**config.mk**
```make
export PLATFORM = sky130hd
export DESIGN_NAME = hrdly_edge_scaler
export DESIGN_NICKNAME = d
export VERILOG_FILES = /design/src/rtl/hrdly_pkg.sv /design/src/rtl/hrdly_exp_decode.sv /design/src/rtl/hrdly_scale.sv /design/src/rtl/hrdly_sched.sv /design/src/rtl/hrdly_edge_scaler.sv
export SDC_FILE = /design/constraint.sdc
export NUM_CORES = 1
export LEC_CHECK = 0
export BUFFER_PORTS_ARGS = -buffer_cell sky130_fd_sc_hd__buf_2
export CAP_MARGIN = 0
export CORE_MARGIN = 5
export CORE_UTILIZATION = 47
export CTS_CLUSTER_SIZE = 24
export DETAILED_ROUTE_END_ITERATION = 10
export PLACE_DENSITY = 0.84
export SYNTH_ARGS = -nofsm -noshare
export SYNTH_HDL_FRONTEND = slang
export SYNTH_HIERARCHICAL = 1
export SYNTH_SLANG_ARGS = --single-unit
```
**constraint.sdc**
```tcl
create_clock -name clk -period 2.5 [get_ports clk]
set_clock_uncertainty 0.15 [all_clocks]
set_input_delay 0.5 -clock clk [delete_from_list [all_inputs] [get_ports clk]]
set_output_delay 0.5 -clock clk [all_outputs]
set_load 0.01 [all_outputs]
```
**src/rtl/hrdly_pkg.sv**
```systemverilog
package hrdly_pkg;
    // widths and field positions
    parameter int FIELD_W = 7;
    parameter int EXP_W   = 3;
    parameter int PS_W    = 16;
    parameter int EXP_LSB = 8;

    localparam int MAX_EXP = (1 << EXP_W) - 1;
    localparam int PROD_W  = FIELD_W + MAX_EXP;
    localparam int CNT_W   = FIELD_W;
    localparam int LR_W    = MAX_EXP + 1;

    typedef logic [FIELD_W-1:0] field_t;
    typedef logic [EXP_W-1:0]   exp_t;
    typedef logic [CNT_W-1:0]   cnt_t;
    typedef logic [LR_W-1:0]    lr_t;

    typedef struct packed {
        logic active;
        logic level;
        cnt_t target;
        cnt_t cnt;
    } pend_t;

    // delay = floor(field * 2^k / 2^FIELD_W)
    function automatic cnt_t scale_delay(input field_t f, input exp_t k);
        logic [PROD_W-1:0] prod;
        prod = PROD_W'(f) << k;
        return CNT_W'(prod >> FIELD_W);
    endfunction
endpackage

```
**src/rtl/hrdly_exp_decode.sv**
```systemverilog
module hrdly_exp_decode
    import hrdly_pkg::*;
(
    input  logic [PS_W-1:0] prescale,
    output exp_t            exp_k,
    output lr_t             lr
);
    always_comb begin
        exp_k = prescale[EXP_LSB +: EXP_W];
        lr    = LR_W'(1) << exp_k;
    end
endmodule

```
**src/rtl/hrdly_scale.sv**
```systemverilog
module hrdly_scale
    import hrdly_pkg::*;
(
    input  field_t field,
    input  exp_t   exp_k,
    output cnt_t   delay
);
    always_comb delay = scale_delay(field, exp_k);
endmodule

```
**src/rtl/hrdly_sched.sv**
```systemverilog
module hrdly_sched
    import hrdly_pkg::*;
(
    input  logic clk,
    input  logic rst,
    input  logic loop_start,
    input  cnt_t delay,
    input  logic pin_req,
    output logic pin_out,
    output logic done
);
    pend_t pend;

    always_ff @(posedge clk) begin
        if (rst) begin
            pend    <= '0;
            pin_out <= 1'b0;
            done    <= 1'b0;
        end else begin
            done <= 1'b0;
            if (loop_start) begin
                if (delay == '0) begin
                    pin_out     <= pin_req;
                    done        <= 1'b1;
                    pend.active <= 1'b0;
                end else begin
                    pend.active <= 1'b1;
                    pend.level  <= pin_req;
                    pend.target <= delay;
                    pend.cnt    <= cnt_t'(1);
                end
            end else if (pend.active) begin
                if (pend.cnt == pend.target) begin
                    pin_out     <= pend.level;
                    done        <= 1'b1;
                    pend.active <= 1'b0;
                end else begin
                    pend.cnt <= pend.cnt + 1'b1;
                end
            end
        end
    end

    // the running count never passes its target
    assert_cnt_bound_R5: assert property (@(posedge clk) disable iff (rst)
        pend.active |-> (pend.cnt <= pend.target && pend.cnt != '0));

    // a zero delay updates on the start edge
    assert_zero_now_R6: assert property (@(posedge clk) disable iff (rst)
        (loop_start && delay == '0) |=> (done && pin_out == $past(pin_req)));

    // a nonzero start never completes in the next cycle
    assert_restart_quiet_R7: assert property (@(posedge clk) disable iff (rst)
        (loop_start && delay != '0) |=> !done);

    // the pin only moves together with done
    assert_pin_moves_with_done_R9: assert property (@(posedge clk) disable iff (rst)
        !$stable(pin_out) |-> done);
endmodule

```
**src/rtl/hrdly_edge_scaler.sv**
```systemverilog
module hrdly_edge_scaler
    import hrdly_pkg::*;
(
    input  logic            clk,
    input  logic            rst,
    input  logic            loop_start,
    input  logic [PS_W-1:0] prescale,
    input  logic [6:0]      hr_field,
    input  logic            pin_req,
    output logic            pin_out,
    output logic            done
);
    exp_t exp_k;
    lr_t  lr;
    cnt_t delay;

    hrdly_exp_decode u_dec (
        .prescale (prescale),
        .exp_k    (exp_k),
        .lr       (lr)
    );

    hrdly_scale u_scale (
        .field (field_t'(hr_field)),
        .exp_k (exp_k),
        .delay (delay)
    );

    hrdly_sched u_sched (
        .clk        (clk),
        .rst        (rst),
        .loop_start (loop_start),
        .delay      (delay),
        .pin_req    (pin_req),
        .pin_out    (pin_out),
        .done       (done)
    );

    // a truncated fraction of the period stays below one full period
    assert_delay_below_period_R3: assert property (@(posedge clk) disable iff (rst)
        loop_start |-> (LR_W'(delay) < lr));

    // no update completes in the first cycle after reset
    assert_reset_quiet_R1: assert property (@(posedge clk)
        $past(rst) && !loop_start |-> !done);
endmodule

```
==> summary.md, run 1 <==
| Metric | Value |
|---|---|
| Die height | 58.5 um |
| Cell area after layout | 1290 um2 |
| Sw power | 172 uW |
| Core area | 2230 um2 |
| Min Tclk post-route | 2.35 ns |
| Synthesis warning total | 6 |
| Fin crit share | 94.0% |
| GR Util All Layers | 15.1% |
| Maximum fanout along the worst path | 5 |
| Hold Crit Endpoint | u_sched/pend[14] |
| Max Clk Rate | 0.425 GHz |
| Setup TNS | 0 ns |
| Switching share of power | 28.7% |
| Syn nets | 159 |
| Startpoint types | input pin |
| Internal power | 427 uW |
| Leakage power | 0.576 nW |
| Number of global-route vias before repair | 979 |
| Initial Util | 49.5% |
| CTS tree | done |
| Num CTS Buffers | 3 |
| Clock-pin slew on the worst setup and hold paths | 0.10 ns |
| Hold Violations, Final | 0 |
| R2r setup slk | 0.59 ns |
| Root Driver | clkbuf_4 |
| Initial antenna violation count | 0 |
| Hold path start | pin_req |
| Detail Route Antenna Nets | 0 |
| RR Endpoint | u_sched/pend[3] |
| Post-CTS setup buffers | 0 |
| Port buffer count | 15 |
| GPL Wtd Cong | 0.838 |
| Core Util, Final | 57.8% |
| Hold Path Depth | 3 |
| Clock share of power | 23.9% |
| Largest net degree at the start of global routing | 20 |
| Site Rows | 17 |
| FF-to-FF Start | u_sched/pend[6] |
| VDD IR-drop max | 350 uV |
| Unrepaired setup endpoints after global routing | false |
| Share of power burned in registers | 51.4% |
| Ant diodes | 0 |
| IO Count | 29 |
| Mean Syn Cell Area | 8.43 um2 |
| Synth-to-layout area growth | 16.9% |
| Data required, critical path | 2.58 ns |
| Die X | 58.5 um |
| DRC | 0 |
| Worst EP arrival | 2.43 ns |
| Final Slew Violations | 0 |
| CP endpoint kind | flop |
| Critical path class | in -> reg |
| Via count | 993 |
| PwrDens | 464 nW/um2 |
| Reg2Reg Depth | 5 |
| Final setup fails | 0 |
| Post-Synthesis Cell Area | 1100 um2 |
| Ratio of cells with drive above 1 in the final layout | 29.6% |
| First-pass GRT wire length | 4050 um |
| First DRT Iteration DRCs | 36 |
| FF+latch area | 360 um2 |
| Avg Vias per Cell | 5.52 |
| H-tree depth | 1 |
| Cell Area, Placed | 1260 um2 |
| Status | finished, final reports clean |
| Total gr overflow | 0 |
| Slew HR | 62.5% |
| Nets | 182 |
| Clock Path Buffers | 2 |
| Fill count | 200 |
| Avg WL per Cell | 13.5 um |
| Worst Tran Pin Value | 0.558 ns |
| Syn Inst Count | 131 |
| TritonRoute pass-1 iters | 4 |
| HPWL Detailed | 1900 um |
| Die area | 3420 um2 |
| CTS Sinks | 18 |
| Logic pwr share | 24.8% |
| Max Cap Viol | 0 |
| Hold Path Class | in -> reg |
| Later-pin clock latency in the skew report | 0.29 ns |
| Overall routed net length | 2430 um |
| Area of the multi-input gates | 697 um2 |
how the worst max path moves through the flow:
stage                startpoint              end  slack (ns)
floorplan           prescale[8]  u_sched/pend[4]       -0.08
CTS                 prescale[8]  u_sched/pend[2]        0.09
detailed placement  prescale[8]  u_sched/pend[2]       -0.21
global placement    prescale[8]  u_sched/pend[0]       -0.11
global route        prescale[8]  u_sched/pend[2]       0.004
finish              prescale[8]  u_sched/pend[3]        0.15
final cells by class:
cell class,count,area share (%)
multi-input cells,102,54.0
flip-flops and latches,18,27.9
repair buffers,28,13.4
well taps,28,2.71
clock buffers,3,1.74
inverters,1,0.291
worst max-delay path, stage by stage:
cell,delay (ns)
buf_2,0.15
buf_4,0.17
mux2i_2,0.27
nor2_1,0.10
or4_4,0.57
o21ai_4,0.25
buf_4,0.19
o211ai_1,0.09
a21oi_1,0.14
power by group through the flow:
stage                     clock network (mW)  logic [mW]  registers [mW]
after floorplan                            0       0.105           0.313
after global placement                     0       0.139           0.314
after detailed placement                   0       0.145           0.314
after CTS                              0.148       0.146           0.308
after global routing                   0.162       0.161           0.309
final                                  0.143       0.148           0.308
sequential cells by signal, summed over array words and instances, names as in the netlist:
| name | cells |
|---|---|
| u_sched/done | 1 |
| u_sched/pend | 16 |
| u_sched/pin_out | 1 |
cells in the final DEF, fill, tap and decap left out, types with 2 or more instances in the layout:
master,count
nand2_1,22
dfxtp_1,18
buf_2,15
a21oi_1,14
buf_4,13
nor2_1,8
xor2_1,7
nand3_1,5
nor2b_1,4
clkbuf_4,3
mux4_2,3
o21ai_1,3
mux2i_1,3
o21ai_0,3
mux2_4,2
nand2b_1,2
nor3_1,2
a21o_1,2
a22oi_1,2
metrics by stage:
step	setup slack, ns	hold slack (ns)	power, mW	instances
global placement	-0.106	0.302	0.452	177
CTS	0.0916	0.303	0.602	180
detailed placement	-0.211	0.313	0.459	177
global route	0.00389	0.332	0.632	180
floorplan	-0.0757	0.294	0.418	131
finish	0.150	0.306	0.599	180
routing by layer:
layer / routed length [um] / share of wire (%) / up-vias / GRT usage [%]
met5: 0 / 0 / - / 0
met4: 40 / 1.6 / 0 / 6.29
met3: 119 / 4.9 / 6 / 3.51
met2: 1290 / 53 / 33 / 28.9
met1: 976 / 40 / 449 / 15.3
li1: - / - / 505 / -
what timing repair did:
item / in CTS / in global routing
resized for setup: 0 / 1
setup endpoints to repair: 0 / 1
hold buffers: 0 / 0
Note: power is estimated with default switching activity, not from simulation.
==> inputs of run 2 (changes only) <==
- CORE_UTILIZATION: 47 -> 46
- PLACE_DENSITY: 0.84 -> 0.83
- SYNTH_HIERARCHICAL: 1 -> unset
==> summary.md, run 2 <==
| Metric | Value |
|---|---|
| Status | finished, final reports clean |
| Largest Register | u_sched.pend |
| Via count | 978 (-1.5%) |
| Syn Inst Count | 124 (-5.3%) |
| Most frequent cells in the layout | dfxtp_1, buf_2, nor2_1 |
| Commonest non-fill, non-tap cell in the layout | dfxtp_1 |
| Number of global-route vias before repair | 939 (-4.1%) |
| Port buffer count | 15 (unchanged) |
| Die X | 58.2 um (-0.44%) |
| Largest net degree at the start of global routing | 22 (+10%) |
| Synth-to-layout area growth | 13.9% |
| Clock-pin slew on the worst setup and hold paths | 0.10 ns (about the same) |
| Final setup fails | 0 (unchanged) |
| GR Util All Layers | 14.7% (-0.40 points) |
| Synth Flop Type | dfxtp_1 |
| Leakage power | 0.514 nW (-11%) |
| Post-synth EDFFs | 0 |
| IO Count | 29 (unchanged) |
| Hold Path Class | in -> reg |
| Startpoint types | input pin |
| CTS tree | done |
| Final Slew Violations | 0 (unchanged) |
| Initial antenna violation count | 0 (unchanged) |
| Cell Area, Placed | 1170 um2 (-7.1%) |
| Critical path class | in -> reg |
| H-tree depth | 1 (unchanged) |
| CP endpoint kind | flop |
| Clock Path Buffers | 2 (unchanged) |
| Worst EP arrival | 2.36 ns (-0.07 ns) |
| Num CTS Buffers | 3 (unchanged) |
| TritonRoute pass-1 iters | 4 (unchanged) |
| Die height | 58.2 um (-0.44%) |
| Synthesized flop and latch total | 18 |
| Hold Violations, Final | 0 (unchanged) |
| Yosys top cell area share | 33.7% |
| Mean Syn Cell Area | 8.63 um2 (+2.3%) |
| Post-Synthesis Cell Area | 1070 um2 (-3.2%) |
| Yosys top cell by area | dfxtp_1 |
| Ratio of cells with drive above 1 in the final layout | 22.9% (-6.7 points) |
| Most frequent cell after synthesis | dfxtp_1 |
| Fill count | 217 (+8.5%) |
| HPWL Detailed | 1880 um (-1.4%) |
| VDD IR-drop max | 392 uV (+12%) |
| Cell area after layout | 1220 um2 (-5.6%) |
| Max Cap Viol | 0 (unchanged) |
| Max reg flops | 16 (unchanged) |
| Nets | 169 (-7.1%) |
| Yosys cell types | 38 |
| Avg WL per Cell | 14.0 um (+3.4%) |
| Fin crit share | 91.3% (-2.7 points) |
| First DRT Iteration DRCs | 30 (-17%) |
| Detail Route Antenna Nets | 0 (unchanged) |
| Total gr overflow | 0 (unchanged) |
| GPL Wtd Cong | 0.809 (-3.4%) |
| Maximum fanout along the worst path | 9 (+4) |
| DRC | 0 (unchanged) |
| Max Clk Rate | 0.438 GHz (+3.0%) |
| Ant diodes | 0 (unchanged) |
| Async S/R FF share, synth | 0% |
| Initial Util | 48.4% (-1.1 points) |
| Min Tclk post-route | 2.28 ns (-0.0676 ns) |
| First-pass GRT wire length | 3910 um (-3.6%) |
| Avg Vias per Cell | 5.82 (+5.5%) |
| Post-synth top cells | dfxtp_1, nor2_1, a21oi_1 |
| Later-pin clock latency in the skew report | 0.29 ns (about the same) |
| Syn nets | 152 (-4.4%) |
| PwrDens | 501 nW/um2 (+8.1%) |
| Register area share after synthesis | 33.7% |
| Largest cells by area after synthesis | dfxtp_1, mux2i_1, xor2_1, a21oi_1, nor2_1 |
| Largest regs | u_sched.pend (16), u_sched.done (1), u_sched.pin_out (1) |
| Root Driver | clkbuf_4 |
| Data required, critical path | 2.57 ns (about the same) |
| CTS Sinks | 18 (unchanged) |
| Core area | 2210 um2 (-0.95%) |
| Site Rows | 17 (unchanged) |
| Overall routed net length | 2340 um (-3.5%) |
| Unrepaired setup endpoints after global routing | false |
| Post-CTS setup buffers | 0 (unchanged) |
| Synthesis warning total | 0 (-6) |
| Tot Pwr | 611 uW (+2.0%) |
| Slew HR | 65.7% (+3.2 points) |
| Die area | 3390 um2 (-0.89%) |
| Worst Tran Pin Value | 0.515 ns (-0.0432 ns) |
[run 2: logic make-up (layout without fill, tap and decap cells)]
logic type | Yosys count | in the layout | share of synthesized area [%]
mux | 10 | 10 | 11.1
buf+inv | 13 | 29 | 5.38
compound gates | 32 | 32 | 21.9
fa+ha+maj | 1 | 1 | 1.17
flops | 18 | 18 | 33.7
xor+xnor | 7 | 7 | 5.73
simple gates | 43 | 43 | 21.1
[run 2: metal layers]
| metal | routed length (um) | up-vias | track usage, % |
|---|---|---|---|
| li1 | - | 493 | - |
| met1 | 1040 | 460 | 17.1 |
| met2 | 1180 | 21 | 26.5 |
| met3 | 89 | 4 | 2.90 |
| met4 | 34 | 0 | 4.97 |
| met5 | 0 | - | 0 |
[run 2: metrics by stage]
stage / utilization [%] / TNS, ns / worst slack [ns] / cells / hold slack [ns]
2_1_floorplan: - / 0 / 0.211 / 124 / 0.308
3_3_place_gp: 53.1 / -0.0395 / -0.0374 / 164 / 0.326
3_5_place_dp: 53.1 / -0.524 / -0.105 / 164 / 0.331
4_1_cts: 54.8 / 0 / 0.173 / 168 / 0.322
5_1_grt: 55.1 / 0 / 0.131 / 168 / 0.324
6_report: 55.1 / 0 / 0.217 / 168 / 0.329
[run 2: report_power, final]
group / internal, mW / total, mW / leakage, nW / switching (mW)
registers: 0.300 / 0.310 / 0.147 / 0.00987
clock network: 0.0887 / 0.177 / 0.0210 / 0.0886
logic: 0.0549 / 0.124 / 0.347 / 0.0688
total: 0.443 / 0.611 / 0.514 / 0.167
[run 2: worst max-delay path, stage by stage]
cell      delay (ns)
buf_2           0.21
mux2_2          0.40
a222oi_1        0.48
a31oi_2         0.24
or3b_1          0.41
a21oi_1         0.12
[run 2: final timing paths]
| path | startpoint | to | slack (ns) | depth (start not counted) |
|---|---|---|---|---|
| max reg2reg | u_sched.pend[4] | u_sched.pend[2] | 0.43 | 5 |
| max | prescale[8] | u_sched.pend[1] | 0.22 | 6 |
| min reg2reg | u_sched.pend[11] | u_sched.pend[11] | 0.34 | 2 |
| min | pin_req | u_sched.pend[14] | 0.33 | 3 |
[run 2: layout make-up]
cell class	count	area, um2	area share (%)
inverter	6	22.5	1.85
tap	28	35.0	2.87
timing repair buffer	19	105	8.62
clock buffer	4	36.3	2.98
multi-input combinational	93	659	54.1
sequential	18	360	29.6
[run 2: repair_timing]
| action | CTS | global route |
|---|---|---|
| gates resized for setup | 0 | 2 |
| endpoints found under the setup margin | 0 | 1 |
| hold buffers | 0 | 0 |
==> inputs of run 3 (changes only) <==
- BUFFER_PORTS_ARGS: -buffer_cell sky130_fd_sc_hd__buf_2 -> -buffer_cell sky130_fd_sc_hd__clkbuf_2
==> summary.md, run 3 (synthesized netlist as in run 2, its figures left out) <==
| Metric | Value |
|---|---|
| Port buffer count | 15 (unchanged) |
| First DRT Iteration DRCs | 18 (-40%) |
| Later-pin clock latency in the skew report | 0.29 ns (about the same) |
| VDD IR-drop max | 417 uV (+6.5%) |
| Startpoint types | flop |
| Worst path cell trace | xor2_1 -> nor4_1 -> a21oi_1 -> a2111oi_0 -> a31o_2 |
| Hold Path Class | in -> reg |
| Most frequent cells in the layout | dfxtp_1, clkbuf_2, nor2_1 |
| Ratio of cells with drive above 1 in the final layout | 21.6% (-1.3 points) |
| DR WL met3 | 111 um (+25%) |
| Number of global-route vias before repair | 874 (-6.9%) |
| Min Tclk post-route | 2.31 ns (+0.0251 ns) |
| Site Rows | 17 (unchanged) |
| Status | finished, final reports clean |
| First-pass GRT wire length | 3880 um (-0.72%) |
| Avg WL per Cell | 14.5 um (+3.6%) |
| Maximum fanout along the worst path | 7 (-2) |
| Total gr overflow | 0 (unchanged) |
| Worst EP arrival | 2.40 ns (+0.04 ns) |
| Overall routed net length | 2410 um (+3.0%) |
| Ant diodes | 0 (unchanged) |
| Clock-pin slew on the worst setup and hold paths | 0.09 ns (about the same) |
| Data required, critical path | 2.59 ns (+0.02 ns) |
| DRC | 0 (unchanged) |
| Num CTS Buffers | 3 (unchanged) |
| PwrDens | 477 nW/um2 (-4.7%) |
| Largest Register | u_sched.pend |
| Via count | 998 (+2.0%) |
| Largest regs | u_sched.pend (16), u_sched.done (1), u_sched.pin_out (1) |
| Post-CTS setup buffers | 0 (unchanged) |
| CTS Sinks | 18 (unchanged) |
| Slowest stage delay, CP | 0.59 ns (+0.11 ns) |
| Slew HR | 57.8% (-7.9 points) |
| Clock Path Buffers | 2 (unchanged) |
| Max Clk Rate | 0.433 GHz (-1.1%) |
| Worst path slowest cell | nor4_1 |
| R2r setup slk | 0.19 ns (-0.24 ns) |
| Unrepaired setup endpoints after global routing | false |
| Die area | 3390 um2 (unchanged) |
| Cells after DPL | 164 (unchanged) |
| PostCTS Resize Cnt | 0 (unchanged) |
| CP endpoint kind | flop |
| Cts hold-fix bufs | 0 (unchanged) |
| Die X | 58.2 um (unchanged) |
| Die height | 58.2 um (unchanged) |
| Synth-to-layout area growth | 11.9% |
| Fin crit share | 92.3% (+1.0 points) |
| WL met1 | 1080 um (+3.9%) |
| GR Util All Layers | 14.4% (-0.30 points) |
| TritonRoute pass-1 iters | 4 (unchanged) |
| Root Driver | clkbuf_4 |
| Hold_ws | 0.331 ns (+0.00156 ns) |
| Post-place setup slack | -0.00661 ns (+0.0989 ns) |
| Leakage power | 0.506 nW (-1.6%) |
| GPL Wtd Cong | 0.808 (-0.16%) |
| Fill count | 203 (-6.5%) |
| Final Slew Violations | 0 (unchanged) |
| Avg Vias per Cell | 5.98 (+2.7%) |
| Max reg flops | 16 (unchanged) |
| Nets | 169 (unchanged) |
| Detail Route Antenna Nets | 0 (unchanged) |
| CTS tree | done |
| Routed wl met2 | 1210 um (+2.2%) |
| Worst Tran Pin Value | 0.627 ns (+0.112 ns) |
| IO Count | 29 (unchanged) |
| Top routing layer used | met4 |
| Setup TNS | 0 ns (unchanged) |
| HPWL Detailed | 1850 um (-1.7%) |
| Initial Util | 48.4% (unchanged) |
| Initial antenna violation count | 0 (unchanged) |
| Final setup fails | 0 (unchanged) |
| Layout Cells excl Fill | 167 (-0.60%) |
| Final worst setup slack | 0.192 ns (-0.0251 ns) |
| Commonest non-fill, non-tap cell in the layout | dfxtp_1 |
| Tot Pwr | 571 uW (-6.4%) |
| Hold Violations, Final | 0 (unchanged) |
| Max Cap Viol | 0 (unchanged) |
| H-tree depth | 1 (unchanged) |
| Critical path class | reg -> reg |
| Largest net degree at the start of global routing | 22 (unchanged) |
| Core area | 2210 um2 (unchanged) |
[run 3: cell types whose count changed in the layout (fill, tap and decap cells not counted), sizes merged]
cell    before  now
buf         19    4
clkbuf       4   18
[run 3: metrics by stage]
| step | cell area [um2] | utilization [%] |
|---|---|---|
| after floorplan | 1070 | - |
| after global placement | 1170 | 53.1 |
| after detailed placement | 1170 | 53.1 |
| after CTS | 1200 | 54.1 |
| after global routing | 1200 | 54.1 |
| final | 1200 | 54.1 |
[run 3: critical path: cells and delay by family, from the launching register on]
kind | cells | cell delay, ns
and+or+nand+nor | 1 | 0.59
DFF | 1 | 0.47
AOI/OAI and AO/OA | 3 | 0.94
xor gates and xnor gates | 1 | 0.11
[run 3: report_power, final]
| part | switching [mW] | internal (mW) | leakage, nW | total [mW] |
|---|---|---|---|---|
| combinational | 0.0689 | 0.0535 | 0.346 | 0.122 |
| clock | 0.0832 | 0.0560 | 0.0138 | 0.139 |
| sequential | 0.0103 | 0.300 | 0.147 | 0.310 |
| total | 0.162 | 0.409 | 0.506 | 0.571 |
[run 3: layer usage]
| metal | track usage (%) | up-vias |
|---|---|---|
| li1 | - | 489 |
| met1 | 17.6 | 476 |
| met2 | 25.0 | 29 |
| met3 | 5.12 | 4 |
| met4 | 1.32 | 0 |
| met5 | 0 | - |
[run 3: layout make-up]
type / instances / area, um2 / share of cell area [%]
clock buffers: 3 / 22.5 / 1.88
well taps: 28 / 35.0 / 2.93
repair buffers: 19 / 105 / 8.78
flip-flops and latches: 18 / 360 / 30.1
multi-input cells: 93 / 652 / 54.4
inverters: 6 / 22.5 / 1.88
[run 3: path summary, 6_finish.rpt]
path | from | end | depth (start not counted)
min | pin_req | u_sched.pend[14] | 3
max | u_sched.pend[4] | u_sched.pend[2] | 5
max reg2reg | u_sched.pend[4] | u_sched.pend[2] | 5
min reg2reg | u_sched.pend[10] | u_sched.pend[10] | 2
